### config.mk
export PLATFORM = sky130hd
export DESIGN_NAME = hsrx_top
export DESIGN_NICKNAME = d
export VERILOG_FILES = /design/src/rtl/hsrx_pkg.sv /design/src/rtl/hsrx_grant.sv /design/src/rtl/hsrx_capture.sv /design/src/rtl/hsrx_top.sv
export SDC_FILE = /design/constraint.sdc
export NUM_CORES = 1
export LEC_CHECK = 0
export CAP_MARGIN = 20
export CORE_MARGIN = 8
export CORE_UTILIZATION = 37
export DETAILED_ROUTE_END_ITERATION = 10
export PLACE_DENSITY = 0.79
export SYNTH_ARGS = -nofsm -noshare
export SYNTH_HDL_FRONTEND = slang
export SYNTH_SLANG_ARGS = --single-unit
### constraint.sdc
create_clock -name clk -period 1.3 [get_ports clk]
set_input_delay 0.26 -clock clk [delete_from_list [all_inputs] [get_ports clk]]
set_output_delay 0.26 -clock clk [all_outputs]
set_load 0.1 [all_outputs]
### src/rtl/hsrx_pkg.sv
package hsrx_pkg;
  localparam int NCH = 2;
  localparam int SW  = (NCH > 1) ? $clog2(NCH) : 1;

  typedef enum logic [SW-1:0] {
    SRC_CH1 = SW'(0),
    SRC_CH2 = SW'(1)
  } src_e;
endpackage

### src/rtl/hsrx_grant.sv
module hsrx_grant
  import hsrx_pkg::*;
(
  input  logic           clk,
  input  logic           rst_n,
  input  logic [NCH-1:0] offer,
  output logic [NCH-1:0] grant_q
);
  logic [NCH-1:0] grant_d;

  // fixed priority: the lowest index wins, so it is scanned last
  always_comb begin
    grant_d = '0;
    for (int i = NCH - 1; i >= 0; i--) begin
      if (offer[i]) begin
        grant_d    = '0;
        grant_d[i] = 1'b1;
      end
    end
  end

  always_ff @(posedge clk or negedge rst_n) begin
    if (!rst_n) grant_q <= '0;
    else        grant_q <= grant_d;
  end
endmodule

### src/rtl/hsrx_capture.sv
module hsrx_capture
  import hsrx_pkg::*;
#(
  parameter int DW = 16
) (
  input  logic                    clk,
  input  logic                    rst_n,
  input  logic [NCH-1:0]          offer,
  input  logic [NCH-1:0]          accept,
  input  logic [NCH-1:0][DW-1:0]  data,
  output logic                    vld_q,
  output logic [DW-1:0]           word_q,
  output logic [SW-1:0]           src_q
);
  logic [NCH-1:0] done;
  logic           hit;
  logic [DW-1:0]  word_d;
  logic [SW-1:0]  src_d;

  assign done = offer & accept;
  assign hit  = |done;

  always_comb begin
    word_d = '0;
    src_d  = '0;
    for (int i = 0; i < NCH; i++) begin
      if (done[i]) begin
        word_d = data[i];
        src_d  = SW'(i);
      end
    end
  end

  always_ff @(posedge clk or negedge rst_n) begin
    if (!rst_n) vld_q <= 1'b0;
    else        vld_q <= hit;
  end

  // payload registers are loaded only on a completing edge
  always_ff @(posedge clk or negedge rst_n) begin
    if (!rst_n) begin
      word_q <= '0;
      src_q  <= '0;
    end else if (hit) begin
      word_q <= word_d;
      src_q  <= src_d;
    end
  end
endmodule

### src/rtl/hsrx_top.sv
module hsrx_top
  import hsrx_pkg::*;
#(
  parameter int DW = 16
) (
  input  logic          clk,
  input  logic          rst_n,
  input  logic          ch1_send_rdy,
  input  logic [DW-1:0] ch1_data,
  output logic          ch1_recv_rdy,
  input  logic          ch2_send_rdy,
  input  logic [DW-1:0] ch2_data,
  output logic          ch2_recv_rdy,
  input  logic          hold,
  output logic          out_vld,
  output logic [DW-1:0] out_word,
  output logic          out_from
);
  logic [NCH-1:0]         offer;
  logic [NCH-1:0]         grant_q;
  logic [NCH-1:0]         accept;
  logic [NCH-1:0][DW-1:0] data;
  logic [SW-1:0]          src_q;

  assign offer   = {ch2_send_rdy, ch1_send_rdy};
  assign data[0] = ch1_data;
  assign data[1] = ch2_data;

  hsrx_grant u_grant (
    .clk     (clk),
    .rst_n   (rst_n),
    .offer   (offer),
    .grant_q (grant_q)
  );

  // stall masks the registered grant in the same cycle
  for (genvar g = 0; g < NCH; g++) begin : g_gate
    assign accept[g] = grant_q[g] & ~hold;
  end

  hsrx_capture #(.DW(DW)) u_cap (
    .clk    (clk),
    .rst_n  (rst_n),
    .offer  (offer),
    .accept (accept),
    .data   (data),
    .vld_q  (out_vld),
    .word_q (out_word),
    .src_q  (src_q)
  );

  assign ch1_recv_rdy = accept[0];
  assign ch2_recv_rdy = accept[1];
  assign out_from     = src_q[0];
endmodule

==> impl_results.md, run 1 <==
* Synth Area per Inst at around 11 um^2
* Total power of the final layout at about 2.7 mW
* Area growth syn-to-layout at 90.6%
* Pwr per Cell Area at between 1000 and 1500 nW/um^2
* Static Leak at 0.828 nW
* Final GP Congestion at between 0.7 and 0.8
* Final Hold Viols at 0
* Initial DRC count at 16
* Total CTS buffers at 3
* Tot GR Track Use at 0.138
* Vias in the first global route at around 1000
* Die Span Y at 67.0 um
* Antenna diode count at 0
* # DRC at 0
* Clk slew on worst S/H paths at 0.10 ns
* Yosys synthesis warning count at 0
* Crit. End Element: output port
* Part of the cycle the worst path needs at 1.02
* Finished Layout Cells at around 180
* # placed instances at 171
* Minimum clock period at roughly 1.3 ns
* Syn nets at between 100 and 150
* Initial antenna violation count at 0
* Peak VDD IR at between 1000 and 1500 uV
* Final setup viols at 1
* Initial Util at 0.389
* Post-synth top area share at 0.519
* Clock sinks at 20
* Mapped Cells at 84
* Worst setup SP type: flip-flop
* Longest Clk Path Bufs at 2
* Worst path max stage delay at 0.39 ns
* Die footprint at roughly 4500 um^2
* RSZ-0062 raised after global routing: yes
* Fin nets at 186
* Port bufs at 56
* Data arrival time of the worst path at approximately 1.1 ns
* Post-synthesis cell area at 963 um^2
* CTS tree: yes
* Max Freq at about 760 MHz
* Worst Setup Path Type: reg2out
* Clock Skew at 0.000453 ns
* Sequence of cells on the critical path: and2b_2 > buf_12
* First-pass GRT wire length at just under 5000 um
* Num rows at 18
* First drt pass iteration count at 4
* Dpl ws at -0.264 ns
* WL final at roughly 3000 um
* Die width at between 60 and 70 um
* Via count at ~900
* FF+latch count, synth at 20
* Distinct cells, synth at 15
* Io pins at 57
* Slew HR at 0.828
* Tightest Pin Transition at ~0.26 ns
* Failing checks: setup timing
* Vias per cell at just over 5
* Largest net degree at the start of global routing at 21
* HP Class: in2async
* Hold buffer count at cts at 0
* Core region area at 2480 um^2
* Final count of pins violating max slew at 0
* Post-route ant nets at 0
* CTS root buffer: clkbuf_4
* Most common cell after layout, fill and taps aside: clkdlybuf4s50_1
* CP Max Fanout at 2
* Maxcap violations at 0
* H-tree depth at 1
* Seq/Total Area, Yosys at 0.519
* HPWL after DPL at ~2400 um
* Worst EP required at ~1.0 ns
* Later-pin clock latency in the skew report at 0.29 ns
* Final setup margin at -0.0231 ns
* Outcome: finished with violations
* Most frequent cells in the layout: clkdlybuf4s50_1 (35), buf_12 (23), dfrtp_1 (20)
* Fraction of layout cells with a size suffix above 1 at 0.327
* Post-DR wirelength/cell at about 17 um
* Largest cells by area after synthesis: dfrtp_1 (52%), a2bb2oi_1 (14%), a21oi_2 (9.1%)
* GR Overflow Total at 0
* CP max-delay cell: dfrtp_1
* Leading area contributor after synthesis: dfrtp_1
[worst max-delay path, delay by kind of cell (launching register included)]
family                 cells  cell delay [ns]
AND/OR/NAND/NOR            1             0.21
buffers and inverters      1             0.16
flip-flops                 1             0.39
[per-layer routing]
metal / routed length, um / GRT usage / up-vias
li1: - / - / 428
met1: 1290 / 0.174 / 421
met2: 1360 / 0.220 / 46
met3: 345 / 0.0436 / 2
met4: 7 / 0.0392 / 0
met5: 0 / 0 / -
[synthesized netlist by cell type]
| cell | number |
|---|---|
| buf_6 | 3 |
| a21oi_2 | 10 |
| nor2b_2 | 1 |
| and2b_2 | 1 |
| a21oi_1 | 6 |
| buf_12 | 1 |
| dfrtp_1 | 20 |
| nor2b_1 | 1 |
| nand2_1 | 19 |
| buf_4 | 2 |
| nand2_2 | 1 |
| and3b_1 | 2 |
| nand3b_2 | 1 |
| a2bb2oi_1 | 15 |
| a2bb2oi_2 | 1 |
[final timing paths]
check	startpoint	slack (ns)	to	cells past startpoint
max reg2reg	u_grant.grant_q[0]$_DFF_PN0_	0.08	u_cap.word_q[9]$_DFFE_PN0P_	5
min in group clk	ch1_send_rdy	0.46	u_grant.grant_q[0]$_DFF_PN0_	1
min	rst_n	0.30	u_cap.word_q[1]$_DFFE_PN0P_	2
max in group asynchronous	rst_n	0.80	u_cap.word_q[2]$_DFFE_PN0P_	2
min reg2reg	u_cap.src_q$_DFFE_PN0P_	0.55	u_cap.src_q$_DFFE_PN0P_	2
max	u_grant.grant_q[0]$_DFF_PN0_	-0.02	ch1_recv_rdy	2
[metrics by stage]
| stage | hold slack (ns) | cell area [um^2] | setup TNS (ns) | util |
|---|---|---|---|---|
| floorplan | -0.0356 | 977 | -1.32 | - |
| global placement | 0.521 | 1790 | -3.27 | 0.724 |
| detailed placement | 0.529 | 1790 | -4.54 | 0.724 |
| CTS | 0.300 | 1830 | -0.0566 | 0.738 |
| global route | 0.318 | 1840 | -0.112 | 0.741 |
| finish | 0.299 | 1840 | -0.0231 | 0.741 |
[logic make-up after synthesis]
group                  synth area share
buffers and inverters            0.0714
AO/OA/AOI/OAI                     0.274
flip-flops                        0.519
AND/OR/NAND/NOR                   0.135
[sequential cells by signal (all words and copies together), names as in the netlist]
| signal | flops |
|---|---|
| u_cap.src_q | 1 |
| u_cap.vld_q | 1 |
| u_cap.word_q | 16 |
| u_grant.grant_q | 2 |
[cell type report]
cell class	count	area, um^2
tap	30	37.5
timing repair buffer	66	872
sequential	20	500
multi-input combinational	58	404
fill	191	641
clock buffer	3	22.5
[timing repair]
action / CTS / global route
setup buffers: 2 / 1
setup endpoints to repair: 2 / 2
resized for setup: 1 / 0
[power by group]
part | switching (mW) | internal [mW] | total (mW)
Clock | 0.175 | 0.108 | 0.283
Sequential | 0.114 | 0.726 | 0.841
Combinational | 0.963 | 0.604 | 1.57
(Power assumes the default switching activity.)
==> run 2: changes to the inputs <==
--- a/config.mk
+++ b/config.mk
@@ -10,6 +10,7 @@
 export CORE_UTILIZATION = 37
 export DETAILED_ROUTE_END_ITERATION = 10
 export PLACE_DENSITY = 0.79
+export SLEW_MARGIN = 0
 export SYNTH_ARGS = -nofsm -noshare
 export SYNTH_HDL_FRONTEND = slang
 export SYNTH_SLANG_ARGS = --single-unit
==> results of run 2 <==
Same layout as run 1: the final DEF is identical, and so are final timing and power.
